$ cat src/rtl/sround_pkg.sv
`timescale 1ns/1ps
package sround_pkg;
  localparam int unsigned WORD_W = 32;

  typedef struct packed {
    logic [WORD_W-1:0] x;
    logic [WORD_W-1:0] y;
    logic [WORD_W-1:0] z;
    logic [WORD_W-1:0] w;
    logic              c;
  } gen_state_t;

  localparam logic [WORD_W-1:0] GEN_X_RST = 32'd123456789;
  localparam logic [WORD_W-1:0] GEN_Y0    = 32'd987654321;
  localparam logic [WORD_W-1:0] GEN_Z0    = 32'd43219876;
  localparam logic [WORD_W-1:0] GEN_W0    = 32'd6543217;
  localparam logic [WORD_W-1:0] GEN_XINC  = 32'd1411392427;

  function automatic gen_state_t gen_seeded(input logic [WORD_W-1:0] s);
    gen_state_t n;
    n.x = s;
    n.y = GEN_Y0;
    n.z = GEN_Z0;
    n.w = GEN_W0;
    n.c = 1'b0;
    return n;
  endfunction

  function automatic gen_state_t gen_advance(input gen_state_t s);
    gen_state_t n;
    logic [WORD_W-1:0] yv, t;
    yv  = s.y ^ (s.y << 5);
    yv  = yv ^ (yv >> 7);
    yv  = yv ^ (yv << 22);
    t   = s.z + s.w + {{(WORD_W-1){1'b0}}, s.c};
    n.x = s.x + GEN_XINC;
    n.y = yv;
    n.z = s.w;
    n.c = t[WORD_W-1];
    n.w = {1'b0, t[WORD_W-2:0]};
    return n;
  endfunction

  function automatic logic [WORD_W-1:0] gen_output(input gen_state_t s);
    return s.x + s.y + s.w;
  endfunction
endpackage

$ cat src/rtl/sround_prng.sv
`timescale 1ns/1ps
module sround_prng
  import sround_pkg::*;
(
  input  logic              clk,
  input  logic              rst_n,
  input  logic              seed_wr,
  input  logic [WORD_W-1:0] seed,
  input  logic              step,
  output logic [WORD_W-1:0] rnd
);
  gen_state_t st;

  always_ff @(posedge clk or negedge rst_n) begin
    if (!rst_n)       st <= gen_seeded(GEN_X_RST);
    else if (seed_wr) st <= gen_seeded(seed);
    else if (step)    st <= gen_advance(st);
  end

  assign rnd = gen_output(st);

  // state only moves on a step or a seed load
  a_r5_hold_state: assert property (@(posedge clk) disable iff (!rst_n)
    (!step && !seed_wr) |=> $stable(st));
  // after a step the top bit of w is always cleared
  a_r4_w_top_clear: assert property (@(posedge clk) disable iff (!rst_n)
    (step && !seed_wr) |=> !st.w[WORD_W-1]);
endmodule

$ cat src/rtl/sround_core.sv
`timescale 1ns/1ps
module sround_core #(
  parameter int unsigned OP_W  = 64,
  parameter int unsigned RES_W = 32,
  parameter int unsigned SH_W  = 5,
  parameter int unsigned RND_W = 32
) (
  input  logic             clk,
  input  logic             rst_n,
  input  logic             go,
  input  logic [OP_W-1:0]  op,
  input  logic [SH_W-1:0]  sh,
  input  logic [RND_W-1:0] rnd,
  output logic             busy,
  output logic             use_rnd,
  output logic [RES_W-1:0] res,
  output logic             sat
);
  localparam int unsigned SUM_W = OP_W + 1;
  localparam int unsigned TOP_W = SUM_W - RES_W + 1;
  localparam logic [RES_W-1:0] RES_MAX = {1'b0, {(RES_W-1){1'b1}}};
  localparam logic [RES_W-1:0] RES_MIN = {1'b1, {(RES_W-1){1'b0}}};

  function automatic logic [RND_W-1:0] keep_low(input logic [RND_W-1:0] r,
                                                input logic [SH_W-1:0]  n);
    logic [RND_W-1:0] m;
    m = (RND_W'(1) << n) - RND_W'(1);
    return r & m;
  endfunction

  function automatic logic [SUM_W-1:0] widen_add(input logic [OP_W-1:0]  x,
                                                 input logic [RND_W-1:0] a);
    return {x[OP_W-1], x} + SUM_W'(a);
  endfunction

  function automatic logic [SUM_W-1:0] shift_down(input logic [SUM_W-1:0] v,
                                                  input logic [SH_W-1:0]  n);
    logic signed [SUM_W-1:0] s;
    s = $signed(v) >>> n;
    return s;
  endfunction

  function automatic logic [RES_W:0] clamp(input logic [SUM_W-1:0] v);
    logic [TOP_W-1:0] top;
    top = v[SUM_W-1:RES_W-1];
    if (top == '0 || top == '1) return {1'b0, v[RES_W-1:0]};
    else if (v[SUM_W-1])        return {1'b1, RES_MIN};
    else                        return {1'b1, RES_MAX};
  endfunction

  logic             a_v, done;
  logic [SUM_W-1:0] sum_q;
  logic [SH_W-1:0]  sh_a_q;
  logic [RND_W-1:0] addend;

  assign addend  = keep_low(rnd, sh);
  assign use_rnd = go && (sh != '0);
  assign busy    = go || a_v;

  always_ff @(posedge clk or negedge rst_n) begin
    if (!rst_n) begin
      a_v    <= 1'b0;
      done   <= 1'b0;
      sum_q  <= '0;
      sh_a_q <= '0;
      res    <= '0;
      sat    <= 1'b0;
    end else begin
      a_v  <= go;
      done <= a_v;
      if (go) begin
        sum_q  <= widen_add(op, addend);
        sh_a_q <= sh;
      end
      if (a_v) {sat, res} <= clamp(shift_down(sum_q, sh_a_q));
    end
  end

  // an operation moves through exactly two stages
  a_r8_stage_a: assert property (@(posedge clk) disable iff (!rst_n)
    go |=> a_v);
  a_r8_finish: assert property (@(posedge clk) disable iff (!rst_n)
    a_v |=> (done && !a_v));
  // a flagged result is one of the two limit codes
  a_r7_limits: assert property (@(posedge clk) disable iff (!rst_n)
    (done && sat) |-> (res == RES_MAX || res == RES_MIN));
  // a zero shift adds nothing to the operand
  a_r6_no_addend: assert property (@(posedge clk) disable iff (!rst_n)
    (go && sh == '0) |=> (sum_q == {$past(op[OP_W-1]), $past(op)}));
endmodule

$ cat src/rtl/sround_regs.sv
`timescale 1ns/1ps
module sround_regs
  import sround_pkg::*;
#(
  parameter int unsigned ADDR_W = 8,
  parameter int unsigned OP_W   = 64,
  parameter int unsigned RES_W  = 32,
  parameter int unsigned SH_W   = 5
) (
  input  logic              clk,
  input  logic              rst_n,
  input  logic              hsel,
  input  logic [ADDR_W-1:0] haddr,
  input  logic [1:0]        htrans,
  input  logic              hwrite,
  input  logic              hready,
  input  logic [WORD_W-1:0] hwdata,
  output logic [WORD_W-1:0] hrdata,
  input  logic              busy,
  input  logic [RES_W-1:0]  res,
  input  logic              sat,
  output logic [OP_W-1:0]   op,
  output logic [SH_W-1:0]   sh,
  output logic              go,
  output logic              seed_wr,
  output logic [WORD_W-1:0] seed
);
  localparam int unsigned NWORDS = OP_W / WORD_W;
  localparam int unsigned IDX_W  = ADDR_W - 2;
  localparam logic [IDX_W-1:0] IDX_SH   = IDX_W'(NWORDS);
  localparam logic [IDX_W-1:0] IDX_RES  = IDX_W'(NWORDS + 1);
  localparam logic [IDX_W-1:0] IDX_ST   = IDX_W'(NWORDS + 2);
  localparam logic [IDX_W-1:0] IDX_SEED = IDX_W'(NWORDS + 3);

  logic             xfer, ph_wr, ph_rd, wr_sh;
  logic [IDX_W-1:0] ph_idx;

  assign xfer = hsel && hready && (htrans inside {2'b10, 2'b11});

  always_ff @(posedge clk or negedge rst_n) begin
    if (!rst_n) begin
      ph_wr  <= 1'b0;
      ph_rd  <= 1'b0;
      ph_idx <= '0;
    end else begin
      ph_wr <= xfer && hwrite;
      ph_rd <= xfer && !hwrite;
      if (xfer) ph_idx <= IDX_W'(haddr >> 2);
    end
  end

  for (genvar g = 0; g < NWORDS; g++) begin : g_word
    logic [WORD_W-1:0] word_q;
    always_ff @(posedge clk or negedge rst_n) begin
      if (!rst_n)                                 word_q <= '0;
      else if (ph_wr && ph_idx == IDX_W'(g))      word_q <= hwdata;
    end
    assign op[g*WORD_W +: WORD_W] = word_q;
  end

  assign wr_sh   = ph_wr && (ph_idx == IDX_SH);
  assign seed_wr = ph_wr && (ph_idx == IDX_SEED);
  assign seed    = hwdata;

  always_ff @(posedge clk or negedge rst_n) begin
    if (!rst_n) begin
      sh <= '0;
      go <= 1'b0;
    end else begin
      go <= wr_sh && !busy;
      if (wr_sh && !busy) sh <= hwdata[SH_W-1:0];
    end
  end

  always_comb begin
    hrdata = '0;
    if (ph_rd) begin
      for (int k = 0; k < NWORDS; k++)
        if (ph_idx == IDX_W'(k)) hrdata = op[k*WORD_W +: WORD_W];
      if (ph_idx == IDX_SH)  hrdata = WORD_W'(sh);
      if (ph_idx == IDX_RES) hrdata = WORD_W'(res);
      if (ph_idx == IDX_ST)  hrdata = {{(WORD_W-2){1'b0}}, sat, busy};
    end
  end

  // a count write during an operation changes nothing
  a_r9_ignore_busy: assert property (@(posedge clk) disable iff (!rst_n)
    (wr_sh && busy) |=> ($stable(sh) && !go));
  // an accepted count write raises busy on the next cycle
  a_r8_busy_rise: assert property (@(posedge clk) disable iff (!rst_n)
    (wr_sh && !busy) |=> busy);
endmodule

$ cat src/rtl/sround_sat_unit.sv
`timescale 1ns/1ps
module sround_sat_unit
  import sround_pkg::*;
#(
  parameter int unsigned ADDR_W = 8,
  parameter int unsigned OP_W   = 64,
  parameter int unsigned RES_W  = 32,
  parameter int unsigned SH_W   = 5
) (
  input  logic              hclk,
  input  logic              hresetn,
  input  logic              hsel,
  input  logic [ADDR_W-1:0] haddr,
  input  logic [1:0]        htrans,
  input  logic              hwrite,
  input  logic              hready,
  input  logic [31:0]       hwdata,
  output logic [31:0]       hrdata,
  output logic              hreadyout,
  output logic              hresp
);
  logic              busy, go, use_rnd, sat, seed_wr;
  logic [RES_W-1:0]  res;
  logic [OP_W-1:0]   op;
  logic [SH_W-1:0]   sh;
  logic [WORD_W-1:0] seed, rnd;

  assign hreadyout = 1'b1;
  assign hresp     = 1'b0;

  sround_regs #(.ADDR_W(ADDR_W), .OP_W(OP_W), .RES_W(RES_W), .SH_W(SH_W)) u_regs (
    .clk(hclk), .rst_n(hresetn), .hsel(hsel), .haddr(haddr), .htrans(htrans),
    .hwrite(hwrite), .hready(hready), .hwdata(hwdata), .hrdata(hrdata),
    .busy(busy), .res(res), .sat(sat), .op(op), .sh(sh), .go(go),
    .seed_wr(seed_wr), .seed(seed)
  );

  sround_prng u_prng (
    .clk(hclk), .rst_n(hresetn), .seed_wr(seed_wr), .seed(seed),
    .step(use_rnd), .rnd(rnd)
  );

  sround_core #(.OP_W(OP_W), .RES_W(RES_W), .SH_W(SH_W), .RND_W(WORD_W)) u_core (
    .clk(hclk), .rst_n(hresetn), .go(go), .op(op), .sh(sh), .rnd(rnd),
    .busy(busy), .use_rnd(use_rnd), .res(res), .sat(sat)
  );
endmodule

$ cat config.mk
export PLATFORM = sky130hd
export DESIGN_NAME = sround_sat_unit
export DESIGN_NICKNAME = d
export VERILOG_FILES = /design/src/rtl/sround_pkg.sv /design/src/rtl/sround_prng.sv /design/src/rtl/sround_core.sv /design/src/rtl/sround_regs.sv /design/src/rtl/sround_sat_unit.sv
export SDC_FILE = /design/constraint.sdc
export NUM_CORES = 1
export LEC_CHECK = 0
export ABC_AREA = 1
export ABC_CLOCK_PERIOD_IN_PS = 5100
export CORE_MARGIN = 2
export CORE_UTILIZATION = 57
export DETAILED_ROUTE_END_ITERATION = 6
export PLACE_DENSITY = 0.72
export SYNTH_ARGS = -nofsm -noshare
export SYNTH_HDL_FRONTEND = slang
export SYNTH_SLANG_ARGS = --single-unit
$ cat constraint.sdc
create_clock -name hclk -period 5.1 [get_ports hclk]
set_input_delay 0.765 -clock hclk [delete_from_list [all_inputs] [get_ports hclk]]
set_output_delay 0.765 -clock hclk [all_outputs]
set_load 0.05 [all_outputs]
==> results of run 1 <==
state kept, by name (all words and copies together) (netlist names):
register	count
u_regs.ph_idx	6
u_core.sat	1
u_core.res	32
u_core.sh_a_q	5
u_core.a_v	1
u_regs.ph_wr	1
u_regs.g_word.word_q	64
u_regs.go	1
u_core.sum_q	65
u_regs.sh	5
u_prng.st	126
u_regs.ph_rd	1
cell usage after synthesis (36+ instances only):
| master | number |
|---|---|
| xor2_1 | 67 |
| clkbuf_1 | 91 |
| o21ai_0 | 334 |
| nor2_1 | 270 |
| nand3_1 | 354 |
| a21oi_1 | 161 |
| dfstp_2 | 61 |
| xnor2_1 | 75 |
| nand4_1 | 45 |
| ha_1 | 94 |
| nand2_1 | 1073 |
| inv_1 | 349 |
| nor3_1 | 36 |
| dfrtp_1 | 247 |
power by group:
part / internal (mW) / switching [mW] / leakage [nW]
sequential: 2.80 / 0.402 / 3.48
combinational: 4.44 / 7.20 / 10.3
clock: 1.81 / 1.15 / 0.649
total: 9.05 / 8.75 / 14.4
path summary, 6_finish.rpt:
check / cells after the start / endpoint / slack (ps) / startpoint
hold / removal: 1 / u_prng.st[33] / 240 / hresetn
setup / recovery: 28 / u_core.sum_q[34] / 240 / u_prng.st[2]
max in group asynchronous: 2 / u_core.res[15] / 3740 / hresetn
setup reg to reg: 28 / u_core.sum_q[34] / 240 / u_prng.st[2]
min in group hclk: 2 / u_core.res[20] / 490 / u_core.res[20]
hold reg to reg: 2 / u_core.res[20] / 490 / u_core.res[20]
area by class of cell:
type,count,share of cell area
clock buffer,52,0.0373
inverter,360,0.0479
tap,585,0.0259
timing repair buffer,185,0.0569
sequential,308,0.276
clock inverter,16,0.0100
multi-input combinational,2852,0.546
placed cells by master (no fill, tap or decap), types with 33 or more instances in the layout:
master	Yosys	routed
dfstp_2	61	61
xnor2_1	75	73
o21ai_0	334	321
nor2_1	270	256
nand3_1	354	353
ha_1	94	85
nor3_1	36	35
fa_1	35	34
a21oi_1	161	147
nand2_1	1073	1064
dfrtp_1	247	241
inv_1	349	347
nand4_1	45	45
buf_4	10	108
clkbuf_16	0	37
o22ai_1	33	33
clkdlybuf4s50_1	0	74
xor2_1	67	67
through the flow:
stage / hold slack, ps / instance area [sq um] / worst slack (ps) / total power [mW]
final: 240 / 28200 / 237 / 17.8
after global routing: 322 / 28200 / -80.9 / 19.0
after CTS: 270 / 28000 / 3.11 / 17.0
after detailed placement: 461 / 26600 / -62.8 / 14.0
after global placement: 457 / 26600 / -15.7 / 13.9
after floorplan: 352 / 25100 / 532 / 10.2
routing by layer:
layer | wire [microns] | vias to the layer above | part of all wire | track usage
met4 | 7810 | 0 | 0.084 | 0.298
li1 | - | 12400 | - | -
met3 | 7110 | 324 | 0.077 | 0.0573
met2 | 42600 | 1318 | 0.46 | 0.673
met1 | 35200 | 12700 | 0.38 | 0.498
met5 | 0 | - | 0 | 0
what timing repair did:
action	CTS	global route
hold buffers	0	0
endpoints found under the setup margin	4	46
gates cloned	0	0
pin swaps	0	18
gates resized for setup	2	79
setup buffers	0	6
critical path, delay by kind of cell (launching register included):
family,cells,cell delay [ps]
AOI/OAI and AO/OA,9,1360
xor gates and xnor gates,2,310
adders and majority gates,4,1330
buffers and inverters,7,740
DFF,1,350
and+or+nand+nor,6,580
cells by family after synthesis:
group                    Yosys count
AO/OA/AOI/OAI                    728
other                              2
adder cells (fa/ha/maj)          129
XOR/XNOR                         142
buffers and inverters            522
flip-flops                       308
AND/OR/NAND/NOR                 1829
multiplexers                      21
==> results.json, run 1 <==
{
  "yosysTopAreaCellShare": 0.247,
  "vias": 26700,
  "slew_viol_final": 0,
  "ys_ff_latch": 308,
  "synthAdderAreaFrac": 0.0749,
  "clockRootBuffer": "clkbuf_16",
  "dp_cells": 4284,
  "rows": 76,
  "synth_top_family_by_area": "simple AND/OR/NAND/NOR gates",
  "cts_buffers": 37,
  "finalCritPeriodShare": 0.954,
  "startpoint_type": "register",
  "via_per_inst": 6.13,
  "synth-compound-area-share": 0.167,
  "p_leak_nw": 14.4,
  "dr.pass1.iters": 7,
  "syn_area_sq_um": 25100,
  "grt_usage": 0.411,
  "cts_tree": "built",
  "syn2layout_area_growth_pct": 12.7,
  "postSynthAreaPerCell_sq_um": 6.81,
  "core_sq_um": 43300,
  "die-area_sq_um": 45600,
  "clock.fmax_mhz": 206,
  "ir_drop_mv": 0.421,
  "final_nets": 3920,
  "slowest_delay_ps": 530,
  "end_kind": "register",
  "place_congestion": 1.01,
  "antenna_found_initial": 0,
  "hold_class": "input port to async pin",
  "final.setup_skew_ps": 19.1,
  "timing.final.hold_violations": 0,
  "seqCellArea_sq_um": 7790,
  "multi_input_area_sq_um": 15400,
  "grt_overflow_total": 0,
  "cpMostUsedCell": "nand2_1",
  "synthArstFlopShare": 1.00,
  "grt_pass1_vias": 25900,
  "ant_nets": 0,
  "synth_cell_types": 61,
  "setup_viol": 0,
  "clk_pin_slew_ps": 60,
  "fin_crit_ps": 4860,
  "dp_hpwl_microns": 70700,
  "die_w_microns": 214,
  "yosys.area_share.simple": 0.304,
  "syn_inst": 3681,
  "cts_sinks": 308,
  "synth_mux_area_frac": 0.00854,
  "arrival_ps": 5270,
  "grt_pass1_wl_microns": 143000,
  "drtIter0Drc": 2960,
  "ys_seq_area_frac": 0.311,
  "wl_per_cell_microns": 21.3,
  "max-cap-violations": 0,
  "worstSkewPairLatency_ps": 580,
  "status": "completed",
  "n_fill_cell": 3861,
  "yosys_warnings": 0,
  "start_util": 0.579,
  "crit_type": "register to register",
  "drc": 0,
  "ios": 81,
  "critPathSlowestCell": "fa_1",
  "powerDensity_nw_per_um2": 630,
  "drive_above_1_share": 0.0885,
  "setup-tns-final_ps": 0,
  "grt_max_degree": 108,
  "cts_buffer_depth": 3,
  "fp.dieH_microns": 214,
  "synth_area_leaders": "dfrtp_1, nand2_1, nand3_1",
  "htree_levels": 2,
  "slew_headroom": 0.150,
  "worstMarginPinSlew_ps": 1270,
  "yosys_most_used_dff": "dfrtp_1",
  "synth_top_cell_by_area": "dfrtp_1",
  "wl_microns": 92700,
  "place.port_buffers": 75,
  "fin_util": 0.653,
  "worstPathRequired_ps": 5510,
  "synth_edf_count": 0,
  "finalNonFillerCells": 4358,
  "critPathMaxFanout": 3,
  "synth-xor-area-share": 0.0496,
  "diodes": 0
}
(Power assumes the default switching activity.)
==> run 2, diff against run 1 <==
--- a/config.mk
+++ b/config.mk
@@ -6,11 +6,11 @@
 export NUM_CORES = 1
 export LEC_CHECK = 0
 export ABC_AREA = 1
-export ABC_CLOCK_PERIOD_IN_PS = 5100
 export CORE_MARGIN = 2
 export CORE_UTILIZATION = 57
 export DETAILED_ROUTE_END_ITERATION = 6
 export PLACE_DENSITY = 0.72
+export SETUP_SLACK_MARGIN = 0.05
 export SYNTH_ARGS = -nofsm -noshare
 export SYNTH_HDL_FRONTEND = slang
 export SYNTH_SLANG_ARGS = --single-unit
==> run 2 against run 1 <==
Effect of this change:
- non-clock buffer count up 2
- clock power about the same
- routed wire length barely moved
- combinational power is essentially flat
- critical path depth fell by 4
- critical endpoint is now u_core.sum_q[31]
==> results.json, run 2 (same netlist as run 1, synthesis figures left out) <==
{
  "status": "completed",
  "slowest_delay_ps": 570,
  "met3_usage": 0.0573,
  "finalCritPeriodShare": 0.953,
  "finalNonFillerCells": 4362,
  "cts_buffer_depth": 3,
  "grt_use_met2": 0.674,
  "cts_buffers": 37,
  "drc": 0,
  "startpoint_type": "register",
  "ff2ff_setup_slack_ps": 240,
  "cts_sinks": 308,
  "start_util": 0.579,
  "final_common_cell": "nand2_1",
  "top_usage_layer": "met2",
  "rows": 76,
  "place.port_buffers": 75,
  "via_per_inst": 6.13,
  "slew_headroom": 0.0201,
  "largest_register_ff_count": 126,
  "critPathMaxFanout": 4,
  "grtUsageMet1": 0.500,
  "grt_pass1_wl_microns": 143000,
  "hold_class": "input port to async pin",
  "p_leak_nw": 14.4,
  "grt_max_degree": 108,
  "final_nets": 3922,
  "crit_type": "register to register",
  "powerDensity_nw_per_um2": 633,
  "stdcell_area_sq_um": 28300,
  "core_sq_um": 43300,
  "dr.pass1.iters": 5,
  "regMostFlops": "u_prng.st",
  "clockRootBuffer": "clkbuf_16",
  "critPathSlowestCell": "dfstp_2",
  "grt_pass1_vias": 25900,
  "cts_tree": "built",
  "crit_family": "simple AND/OR/NAND/NOR gates",
  "reg_top3": "u_prng.st x126, u_core.sum_q x65, u_regs.g_word.word_q x64",
  "arrival_ps": 5280,
  "fp.dieH_microns": 214,
  "wl_per_cell_microns": 21.2,
  "worstMarginPinSlew_ps": 1470,
  "dp_cells": 4284,
  "setup_viol": 0,
  "ios": 81,
  "rsz0062_at_grt": "true",
  "dp_hpwl_microns": 70700,
  "drive_above_1_share": 0.0935,
  "layout_common_cells": "nand2_1, nand3_1, inv_1, o21ai_0, nor2_1",
  "clk_pin_slew_ps": 60,
  "worstSkewPairLatency_ps": 580,
  "wl_microns": 92600,
  "die_w_microns": 214,
  "worstPathRequired_ps": 5520,
  "timing.final.hold_violations": 0,
  "fin_util": 0.654,
  "htree_levels": 2,
  "drtIter0Drc": 3083,
  "clock.fmax_mhz": 206,
  "ant_nets": 0,
  "fin_crit_ps": 4860,
  "antenna_found_initial": 0,
  "place_congestion": 1.01,
  "placed_area_sq_um": 26600,
  "end_kind": "register",
  "syn2layout_area_growth_pct": 13.0,
  "die-area_sq_um": 45600,
  "vias": 26800,
  "ir_drop_mv": 0.429,
  "final.setup_skew_ps": 24.6,
  "hold_ws_ps": 241,
  "n_fill_cell": 3848,
  "slew_viol_final": 0,
  "grt_overflow_total": 0,
  "path_cells": "fa_1, ha_1, a21oi_1, o21ai_0, nand2_1, nand3_1, a21oi_2, o21bai_1, xor2_1, nor3b_1, ha_1, nand2_1, nor2_1, inv_1, nor2_1, inv_1, nor4_2, buf_4, buf_4, a21oi_2, o21bai_1, or2_2, nand3_1, o21ai_0",
  "grt_usage": 0.411,
  "max-cap-violations": 0,
  "critPathBufInv": 4
}
==> run 2: cell count changes in the layout (fill, tap and decap cells not counted), sizes merged <==
| cell | previous run | this run |
|---|---|---|
| diode | 0 | 2 |
| buf | 111 | 113 |
==> run 2: routing by layer <==
| layer | part of all wire | routed length (microns) |
|---|---|---|
| met3 | 0.078 | 7240 |
| met1 | 0.38 | 35000 |
| met2 | 0.46 | 42800 |
| met5 | 0 | 0 |
| met4 | 0.082 | 7590 |
==> run 2: cell type report <==
class / instances / area, sq um / share of cell area
multi-input cells: 2852 / 15500 / 0.546
flip-flops and latches: 308 / 7790 / 0.275
repair buffers: 187 / 1620 / 0.0573
inverters: 360 / 1350 / 0.0478
clock buffers: 52 / 1050 / 0.0372
well taps: 585 / 732 / 0.0259
clock inverters: 16 / 283 / 0.00999
diodes: 2 / 5.00 / 0.000177
==> run 2: worst paths after layout <==
check,startpoint,end,cells after the start
worst min-delay path,hresetn,u_prng.st[33],1
worst max register to register,u_prng.st[7],u_core.sum_q[31],24
max in group asynchronous,hresetn,u_core.res[15],2
worst max-delay path,u_prng.st[7],u_core.sum_q[31],24
min in group hclk,u_core.res[20],u_core.res[20],2
worst min register to register,u_core.res[20],u_core.res[20],2
==> run 2: what timing repair did <==
| item | 4_1_cts | 5_1_grt |
|---|---|---|
| setup endpoints to repair | 11 | 47 |
| buffers inserted | 0 | 8 |
| cloned | 0 | 0 |
| resized for setup | 6 | 96 |
| hold buffers | 0 | 0 |
| pin swaps | 0 | 27 |
==> run 2: stage by stage <==
stage	setup WS, ps	setup TNS (ps)	total power, mW
after detailed placement	-62.8	-83.1	14.0
after CTS	50.1	0	17.0
after global placement	-15.7	-15.7	13.9
after floorplan	532	0	10.2
after global routing	-13.2	-13.2	19.1
final	238	0	17.9
==> run 2: where the power goes <==
part / total (mW) / internal [mW] / switching (mW) / leakage, nW
combinational: 11.7 / 4.48 / 7.26 / 10.3
sequential: 3.21 / 2.80 / 0.404 / 3.48
clock: 2.96 / 1.81 / 1.15 / 0.649
